## src/rtl/fis_pkg.sv

```systemverilog
package fis_pkg;
  localparam int EVT_N   = 6;
  localparam int DATA_W  = 8;
  localparam int MAX_CORR = 4;
  localparam int FIELD_W = $clog2(MAX_CORR);

  // sticky / mask bit positions
  localparam int EV_WPF   = 0;
  localparam int EV_ECCR  = 1;
  localparam int EV_DERR  = 2;
  localparam int EV_DFAIL = 3;
  localparam int EV_CTLR  = 4;
  localparam int EV_NANDR = 5;

  // live register bit positions
  localparam int LV_NANDR  = 0;
  localparam int LV_CTLR   = 1;
  localparam int LV_ECCR   = 2;
  localparam int LV_ERRDET = 3;
  localparam int LV_CNT_LO = 4;
  localparam int LV_DFAIL  = 6;

  // register addresses
  localparam int SEL_MASK   = 0;
  localparam int SEL_STICKY = 1;
  localparam int SEL_LIVE   = 2;
endpackage

```

## src/rtl/fis_rst_sync.sv

```systemverilog
module fis_rst_sync #(
  parameter int STAGES = 2
) (
  input  logic clk,
  input  logic rst_n,
  output logic rst_sync_n
);
  logic [STAGES-1:0] sync_q;
  logic [STAGES-1:0] sync_n;

  always_comb begin
    sync_n = {sync_q[STAGES-2:0], 1'b1};
  end

  always_ff @(posedge clk or negedge rst_n) begin
    if (!rst_n) sync_q <= '0;
    else        sync_q <= sync_n;
  end

  assign rst_sync_n = sync_q[STAGES-1];
endmodule

```

## src/rtl/fis_sticky_bit.sv

```systemverilog
module fis_sticky_bit (
  input  logic clk,
  input  logic rst_n,
  input  logic set_i,
  input  logic clr_i,
  output logic q_o
);
  logic q_q;
  logic q_n;

  // a set in the clearing cycle wins over the clear
  always_comb begin
    q_n = (q_q & ~clr_i) | set_i;
  end

  always_ff @(posedge clk or negedge rst_n) begin
    if (!rst_n) q_q <= 1'b0;
    else        q_q <= q_n;
  end

  assign q_o = q_q;
endmodule

```

## src/rtl/fis_live_fmt.sv

```systemverilog
module fis_live_fmt
  import fis_pkg::*;
#(
  parameter int CNT_W = 3
) (
  input  logic              nand_rdy_i,
  input  logic              ctl_rdy_i,
  input  logic              ecc_rdy_i,
  input  logic              dec_fail_i,
  input  logic [CNT_W-1:0]  corr_num_i,
  output logic [DATA_W-1:0] live_o
);
  logic [FIELD_W-1:0] cnt_field;
  logic               err_det;

  always_comb begin
    err_det = (corr_num_i != '0);
    if (!err_det)
      cnt_field = '0;
    else if (corr_num_i > CNT_W'(MAX_CORR))
      cnt_field = FIELD_W'(MAX_CORR - 1);
    else
      cnt_field = FIELD_W'(corr_num_i - CNT_W'(1));
  end

  always_comb begin
    live_o = '0;
    live_o[LV_NANDR]  = nand_rdy_i;
    live_o[LV_CTLR]   = ctl_rdy_i;
    live_o[LV_ECCR]   = ecc_rdy_i;
    live_o[LV_ERRDET] = err_det;
    live_o[LV_CNT_LO +: FIELD_W] = cnt_field;
    live_o[LV_DFAIL]  = dec_fail_i;
  end
endmodule

```

## src/rtl/fis_bus_regs.sv

```systemverilog
module fis_bus_regs
  import fis_pkg::*;
#(
  parameter int ADDR_W = 2
) (
  input  logic              clk,
  input  logic              rst_n,
  input  logic              bus_en_i,
  input  logic              bus_we_i,
  input  logic [ADDR_W-1:0] bus_addr_i,
  input  logic [DATA_W-1:0] bus_wdata_i,
  input  logic [EVT_N-1:0]  sticky_i,
  input  logic [DATA_W-1:0] live_i,
  output logic [EVT_N-1:0]  mask_o,
  output logic              clr_o,
  output logic [DATA_W-1:0] rdata_o
);
  logic              rd_en;
  logic              wr_mask;
  logic [EVT_N-1:0]  mask_q, mask_n;
  logic [DATA_W-1:0] rdata_q, rdata_n;

  always_comb begin
    rd_en   = bus_en_i & ~bus_we_i;
    wr_mask = bus_en_i & bus_we_i & (bus_addr_i == ADDR_W'(SEL_MASK));
    clr_o   = rd_en & (bus_addr_i == ADDR_W'(SEL_STICKY));
  end

  always_comb begin
    mask_n = mask_q;
    if (wr_mask) mask_n = bus_wdata_i[EVT_N-1:0];
  end

  always_comb begin
    rdata_n = rdata_q;
    if (rd_en) begin
      case (bus_addr_i)
        ADDR_W'(SEL_MASK):   rdata_n = DATA_W'(mask_q);
        ADDR_W'(SEL_STICKY): rdata_n = DATA_W'(sticky_i);
        ADDR_W'(SEL_LIVE):   rdata_n = live_i;
        default:             rdata_n = '0;
      endcase
    end
  end

  always_ff @(posedge clk or negedge rst_n) begin
    if (!rst_n) begin
      mask_q  <= '0;
      rdata_q <= '0;
    end else begin
      mask_q  <= mask_n;
      rdata_q <= rdata_n;
    end
  end

  assign mask_o  = mask_q;
  assign rdata_o = rdata_q;
endmodule

```

## src/rtl/flash_irq_status.sv

```systemverilog
module flash_irq_status
  import fis_pkg::*;
#(
  parameter int ADDR_W = 2,
  parameter int CNT_W  = 3,
  parameter int SYNC_STAGES = 2
) (
  input  logic              clk,
  input  logic              rst_n,
  input  logic [EVT_N-1:0]  evt_i,
  input  logic              nand_rdy_i,
  input  logic              ctl_rdy_i,
  input  logic              ecc_rdy_i,
  input  logic              dec_fail_i,
  input  logic [CNT_W-1:0]  corr_num_i,
  input  logic              bus_en_i,
  input  logic              bus_we_i,
  input  logic [ADDR_W-1:0] bus_addr_i,
  input  logic [DATA_W-1:0] bus_wdata_i,
  output logic [DATA_W-1:0] bus_rdata_o,
  output logic              irq_o
);
  logic              rst_sync_n;
  logic [EVT_N-1:0]  sticky_q;
  logic [EVT_N-1:0]  mask_q;
  logic              clr_all;
  logic [DATA_W-1:0] live_w;

  fis_rst_sync #(.STAGES(SYNC_STAGES)) i_rst_sync (
    .clk        (clk),
    .rst_n      (rst_n),
    .rst_sync_n (rst_sync_n)
  );

  for (genvar b = 0; b < EVT_N; b++) begin : g_sticky
    fis_sticky_bit i_bit (
      .clk   (clk),
      .rst_n (rst_sync_n),
      .set_i (evt_i[b]),
      .clr_i (clr_all),
      .q_o   (sticky_q[b])
    );
  end

  fis_live_fmt #(.CNT_W(CNT_W)) i_live (
    .nand_rdy_i (nand_rdy_i),
    .ctl_rdy_i  (ctl_rdy_i),
    .ecc_rdy_i  (ecc_rdy_i),
    .dec_fail_i (dec_fail_i),
    .corr_num_i (corr_num_i),
    .live_o     (live_w)
  );

  fis_bus_regs #(.ADDR_W(ADDR_W)) i_regs (
    .clk         (clk),
    .rst_n       (rst_sync_n),
    .bus_en_i    (bus_en_i),
    .bus_we_i    (bus_we_i),
    .bus_addr_i  (bus_addr_i),
    .bus_wdata_i (bus_wdata_i),
    .sticky_i    (sticky_q),
    .live_i      (live_w),
    .mask_o      (mask_q),
    .clr_o       (clr_all),
    .rdata_o     (bus_rdata_o)
  );

  assign irq_o = |(sticky_q & mask_q);
endmodule

```

## config.mk

```make
export PLATFORM = sky130hd
export DESIGN_NAME = flash_irq_status
export DESIGN_NICKNAME = d
export VERILOG_FILES = /design/src/rtl/fis_pkg.sv /design/src/rtl/fis_rst_sync.sv /design/src/rtl/fis_sticky_bit.sv /design/src/rtl/fis_live_fmt.sv /design/src/rtl/fis_bus_regs.sv /design/src/rtl/flash_irq_status.sv
export SDC_FILE = /design/constraint.sdc
export NUM_CORES = 1
export LEC_CHECK = 0
export BUFFER_PORTS_ARGS = -buffer_cell sky130_fd_sc_hd__buf_2
export CAP_MARGIN = 40
export CORE_ASPECT_RATIO = 0.9
export CORE_MARGIN = 10
export CORE_UTILIZATION = 35
export CTS_BUF_LIST = sky130_fd_sc_hd__clkbuf_16
export DETAILED_ROUTE_END_ITERATION = 16
export GPL_TIMING_DRIVEN = 0
export PLACE_DENSITY = 0.63
export SYNTH_ARGS = -nofsm -noshare
export SYNTH_HDL_FRONTEND = slang
export SYNTH_HIERARCHICAL = 1
export SYNTH_SLANG_ARGS = --single-unit
```

## constraint.sdc

```tcl
create_clock -name clk -period 1.98 [get_ports clk]
set_input_delay 0.297 -clock clk [delete_from_list [all_inputs] [get_ports clk]]
set_output_delay 0.297 -clock clk [all_outputs]
set_load 0.02 [all_outputs]
```

==> impl_metrics.yaml, run 1 <==
status:
  status: "finished clean"
routing:
  drt_iter0_markers: 54
  wl_mm: 2.443
  drc: 0
  antenna_left: 0
  firstDrtPassIters: 4
  wl_per_cell_um: 13.96
  vias: 800
  vias_per_cell: 4.571
floorplanning:
  die_y_um: 72.97
  core_area_sq_mm: 0.003019
  dieArea_sq_mm: 0.005753
  start_util: 0.3614
  io_pins: 36
  num_rows: 19
  fp.dieW_um: 78.85
clocking:
  worstSkewPairLatency_ns: 0.25
  cts_buffers: 3
  clock_path_buffers: 2
  post_cts_buffers: 0
  cts.clk_slew.worst_paths_ns: 0.05
  cts_root_buf: "clkbuf_16"
  cts_tree: "done"
  cts_max_level: 1
  clkSinkCount: 22
cells_and_area:
  ff_latch_area_sq_um: 550.5
  layout.nets: 163
  n_antenna_cell: 0
  area_growth_pct: 25.46
  fillerInstances: 325
  layout-drive-gt1-share: 0.4060
  multiInputGateArea_sq_um: 441.7
place:
  port_buffers: 28
  gp_congestion: 0.7972
  dp_hpwl_mm: 2.019
power:
  power_frac_clock: 0.346
  p_sw_mw: 0.2900
  p_int_mw: 0.8824
  seqPwrFrac: 0.470
  p_leak_nw: 0.6364
  combPwrFrac: 0.184
  netSwitchingFraction: 0.2473
  power.density_mw_per_mm2: 856.5
  ir_worst_vdd_uv: 551.3
  finalPower_mw: 1.172
worst_setup_path:
  crit_path_max_fanout: 3
  rrSetupSlack_ns: 1.05
  r2r_cells: 3
  required_ns: 1.68
  r2r-end: "i_regs/rdata_o[2]$_DFFE_PN0P_"
  path_class: "flip-flop to primary output"
  arrival_ns: 1.14
  r2r_start: "i_regs/mask_o[2]$_DFFE_PN0P_"
  critPathLaunchType: "flip-flop"
  critPathCaptureType: "primary output"
min_path:
  hold_depth: 2
  hp-class: "primary input to flip-flop"
  whs_endpoint: "g_sticky[2].i_bit/q_o$_DFF_PN0_"
  min_from: "evt_i[2]"
synthesis:
  syn_area_per_cell_sq_um: 10.80
  synth_compound_area_frac: 0.1330
  synth_top_area_cell: "dfrtp_1"
  yosysSeqAreaShare: 0.5046
  synth_warnings: 6
  synthAdderAreaFrac: 0.03211
  synth_mux_area_frac: 0.1170
  syn-num-nets: 129
  synthesis.area_sq_mm: 0.001091
  synthTopCellsByArea: "dfrtp_1 50%, mux2_2 6.2%, a21oi_1 5.5%"
  synth_cell_types: 25
  yosys.area.top_type_share: 0.5046
  ys_seq_elements: 22
  synth_top_family_by_area: "compound AO/OA/AOI/OAI gates"
  yosys.area_share.xor_xnor: 0
  netlist_instances: 101
  yosys.area_share.simple: 0.1158
sta:
  worst_pin_slew_ns: 0.7989
  finalCritPeriodShare: 0.7241
  relSlewSlack: 0.4674
  final-hold-violation-count: 0
  rsz0062_at_grt: "no"
  finalClockSkew_ns: 0.001210
  tns_ns: 0
  setup_viol: 0
  slew_viol_final: 0
  fmax_mhz: 697.5
  fin_crit_ns: 1.434
global_route:
  grt-ovfl-total: 0
  grt_pass1_wl_mm: 4.298
  grt_util_all_layers: 0.09298
  antenna_found_initial: 0
  grt_pass1_vias: 916
  grt_max_degree: 21
job:
  cap_violations: 0
-- layout make-up --
type,instances,share of cell area
Inverter,10,0.02742
Buffer,8,0.04479
Sequential cell,22,0.4022
Multi-Input combinational cell,61,0.3227
Timing Repair Buffer,29,0.1097
Tap cell,42,0.03839
Clock buffer,3,0.05484
-- synthesized netlist by cell type, drive strengths merged --
cell	count
a21o	6
a21oi	12
a22o	2
a22oi	3
and2	1
and2b	1
buf	8
conb	2
dfrtp	22
ha	1
inv	10
maj3	2
mux2	6
mux2i	6
nand2	1
nand2b	1
nand3	1
nor2	6
nor2b	1
nor3	1
nor3b	1
or2	6
or2b	1
-- worst max-delay path by stage --
| stage | start | to | slack (ns) | depth (start not counted) |
|---|---|---|---|---|
| 5_1_grt | g_sticky[0].i_bit/q_o$_DFF_PN0_ | irq_o | 0.47 | 3 |
| 6_report | g_sticky[0].i_bit/q_o$_DFF_PN0_ | irq_o | 0.55 | 3 |
| 3_3_place_gp | bus_en_i | g_sticky[4].i_bit/q_o$_DFF_PN0_ | 0.50 | 5 |
| 4_1_cts | g_sticky[0].i_bit/q_o$_DFF_PN0_ | irq_o | 0.53 | 3 |
| 3_5_place_dp | corr_num_i[0] | i_regs/rdata_o[5]$_DFFE_PN0P_ | 0.49 | 8 |
| 2_1_floorplan | corr_num_i[0] | i_regs/rdata_o[5]$_DFFE_PN0P_ | 0.66 | 7 |
-- cell usage in the layout, fill, tap and decap left out, types with 2 or more instances in the layout --
cell,n
maj3_2,2
a21oi_1,12
a21o_1,6
mux2_2,6
clkbuf_16,3
inv_1,10
a22oi_1,3
buf_2,29
nor2_1,6
a22o_1,2
or2_2,6
conb_1,2
dfrtp_1,22
mux2i_1,6
buf_4,6
-- worst max-delay path: stages, from the launching register on --
cell and delay (ns):
dfrtp_1 0.39, a22oi_1 0.22, nand3_1 0.10, buf_2 0.17
-- power groups by stage --
stage	logic (mW)	registers [mW]	clock network, mW
after floorplan	0.120	0.575	0
after global placement	0.211	0.557	0
after detailed placement	0.218	0.562	0
after CTS	0.220	0.554	0.426
after global routing	0.240	0.562	0.455
final	0.216	0.551	0.406
-- cell families (layout without fill, tap and decap cells) --
group / count (synthesis) / in the layout
fa+ha+maj: 3 / 3
flops: 22 / 22
simple gates: 21 / 21
mux: 12 / 12
other cells: 2 / 2
compound gates: 23 / 23
buf+inv: 18 / 50
-- through the flow --
stage	utilization	cell area, sq um	worst slack (ns)	hold slack (ns)	cells
after floorplan	-	1091	0.6567	0.001409	101
after global placement	0.4252	1284	0.4985	0.08184	171
after detailed placement	0.4252	1284	0.4891	0.08585	171
after CTS	0.4534	1369	0.5291	0.2193	175
after global routing	0.4534	1369	0.4713	0.2115	175
final	0.4534	1369	0.5463	0.2220	175
-- layer usage --
metal | track usage | wire length, um | up-vias
met3 | 0.05419 | 275 | 0
li1 | - | - | 395
met4 | 0.01193 | 0 | 0
met2 | 0.1487 | 1133 | 28
met5 | 0 | 0 | -
met1 | 0.1083 | 1034 | 377
-- registers in the layout, summed over array words and instances (netlist names) --
register / flops
i_regs/rdata_o: 8
g_sticky.i_bit/q_o: 6
i_rst_sync/sync_q: 2
i_regs/mask_o: 6
-- repair_timing --
| action | CTS | global route |
|---|---|---|
| setup endpoints to repair | 0 | 0 |
| hold buffers | 1 | 0 |
| resized for setup | 0 | 0 |
| hold endpoints to repair | 2 | 0 |
Power figures use the tool's default switching activity.
==> run 2, diff against run 1 <==
==> constraint.sdc (replaced) <==
create_clock -name clk -period 1.33 [get_ports clk]
set_input_delay 0.1995 -clock clk [delete_from_list [all_inputs] [get_ports clk]]
set_output_delay 0.1995 -clock clk [all_outputs]
set_load 0.02 [all_outputs]
==> run 2 against run 1 <==
Against the previous run: register-to-register slack lost 0.67 ns; first-iteration DRC count shrank 9.3%; clock power grew 49%; sequential share of layout area is 0.44 points lower; wire length increased by 0.25%; flip-flop and latch count is the same; die area unchanged; design area rose by 1.1%; non-clock buffer count unchanged; critical path type unchanged; critical endpoint unchanged.
==> impl_metrics.yaml, run 2 (same netlist as run 1, synthesis figures left out) <==
status:
  status: "finished clean"
cells_and_area:
  area_growth_pct: 26.84
  fillerInstances: 325
  fin_cells: 175
  final_util: 0.4584
  layout_common_cells: "29 x buf_2, 22 x dfrtp_1, 12 x a21oi_1, 10 x inv_1"
  final_common_cell: "buf_2"
  largest_reg_flops: 8
  multiInputGateArea_sq_um: 456.7
  layout.nets: 163
  layout-drive-gt1-share: 0.4286
  fin_area_sq_mm: 0.001384
  ff_latch_area_sq_um: 550.5
  n_antenna_cell: 0
worst_setup_path:
  path_class: "flip-flop to primary output"
  required_ns: 1.13
  rrSetupSlack_ns: 0.38
  crit_path_max_fanout: 3
  arrival_ns: 1.12
  r2r_start: "i_regs/mask_o[2]$_DFFE_PN0P_"
  endpoint: "irq_o"
  critPathCaptureType: "primary output"
  r2r_cells: 3
  r2r-end: "i_regs/rdata_o[2]$_DFFE_PN0P_"
  critPathLaunch: "g_sticky[0].i_bit/q_o$_DFF_PN0_"
  critPathLaunchType: "flip-flop"
clocking:
  worstSkewPairLatency_ns: 0.25
  clock_path_buffers: 2
  cts_max_level: 1
  cts_tree: "done"
  clkSinkCount: 22
  cts.clk_slew.worst_paths_ns: 0.05
  cts_buffers: 3
  post_cts_buffers: 0
  cts_root_buf: "clkbuf_16"
routing:
  wl_mm: 2.449
  drt_iter0_markers: 49
  vias_per_cell: 4.566
  antenna_left: 0
  wl_per_cell_um: 13.99
  firstDrtPassIters: 4
  vias: 799
  drc: 0
global_route:
  grt-ovfl-total: 0
  grt_pass1_wl_mm: 4.319
  antenna_found_initial: 0
  grt_max_degree: 21
  grt_util_all_layers: 0.09349
  grt_pass1_vias: 914
floorplanning:
  io_pins: 36
  num_rows: 19
  dieArea_sq_mm: 0.005753
  core_area_sq_mm: 0.003019
  die_y_um: 72.97
  fp.dieW_um: 78.85
  start_util: 0.3614
power:
  power.density_mw_per_mm2: 1273
  ir_worst_vdd_uv: 821.3
  p_leak_nw: 0.6371
sta:
  tns_ns: 0
  setup_viol: 0
  worst_pin_slew_ns: 0.7986
  slew_viol_final: 0
  fin_crit_ns: 1.323
  relSlewSlack: 0.4676
  finalClockSkew_ns: 0.001268
  rsz0062_at_grt: "yes"
  final-hold-violation-count: 0
  fmax_mhz: 755.7
  finalCritPeriodShare: 0.9950
min_path:
  hp-class: "primary input to flip-flop"
job:
  cap_violations: 0
place:
  dp_hpwl_mm: 2.019
  gp_congestion: 0.7972
  place_area_sq_mm: 0.001284
  port_buffers: 28
  dpl.cell_count: 171
==> run 2: cell counts in the layout (fill, tap and decap cells not counted) <==
Identical to the previous run, type by type.
==> run 2: metrics by stage <==
stage               total power [mW]  setup WS [ns]  hold WS (ns)
floorplan                      1.035         0.1042      -0.09609
finish                         1.762       0.006706        0.1245
global placement               1.144       -0.05397      -0.01566
global route                   1.884       -0.03462        0.1140
CTS                            1.790       0.002478        0.1218
detailed placement             1.161       -0.06338      -0.01165
==> run 2: critical path, cell delays in order (launching register included) <==
cell,delay (ns)
dfrtp_1,0.40
a22oi_2,0.21
nand3_1,0.09
buf_2,0.17
==> run 2: worst min-delay path by stage <==
stage | from | to | slack, ns | cells past startpoint
2_1_floorplan | rst_n | i_rst_sync/sync_q[0]$_DFF_PN0_ | -0.1 | 0
3_3_place_gp | rst_n | i_rst_sync/sync_q[0]$_DFF_PN0_ | -0.02 | 1
3_5_place_dp | rst_n | i_rst_sync/sync_q[0]$_DFF_PN0_ | -0.01 | 1
4_1_cts | evt_i[3] | g_sticky[3].i_bit/q_o$_DFF_PN0_ | 0.12 | 2
5_1_grt | evt_i[4] | g_sticky[4].i_bit/q_o$_DFF_PN0_ | 0.11 | 2
6_report | evt_i[2] | g_sticky[2].i_bit/q_o$_DFF_PN0_ | 0.12 | 2
==> run 2: report_power, final <==
group	internal (mW)	total (mW)	switching, mW
clock network	0.396	0.605	0.209
registers	0.752	0.828	0.0755
logic	0.173	0.329	0.156
==> run 2: per-layer routing <==
layer  GRT usage  share of wire
met5           0              0
met3     0.05419           0.11
met2      0.1505           0.46
met4     0.01193              0
met1      0.1083           0.43
==> run 2: what timing repair did <==
action	4_1_cts	5_1_grt
hold buffers	1	0
endpoints found under the hold margin	2	0
resized for setup	1	2
endpoints found under the setup margin	1	1
cloned	0	0
==> run 2: final cells by class <==
cell class                 count  area share
buffer                         8     0.04430
clock buffer                   3     0.05425
timing repair buffer          29      0.1085
tap                           42     0.03797
sequential                    22      0.3978
inverter                      10     0.02712
multi-input combinational     61      0.3300
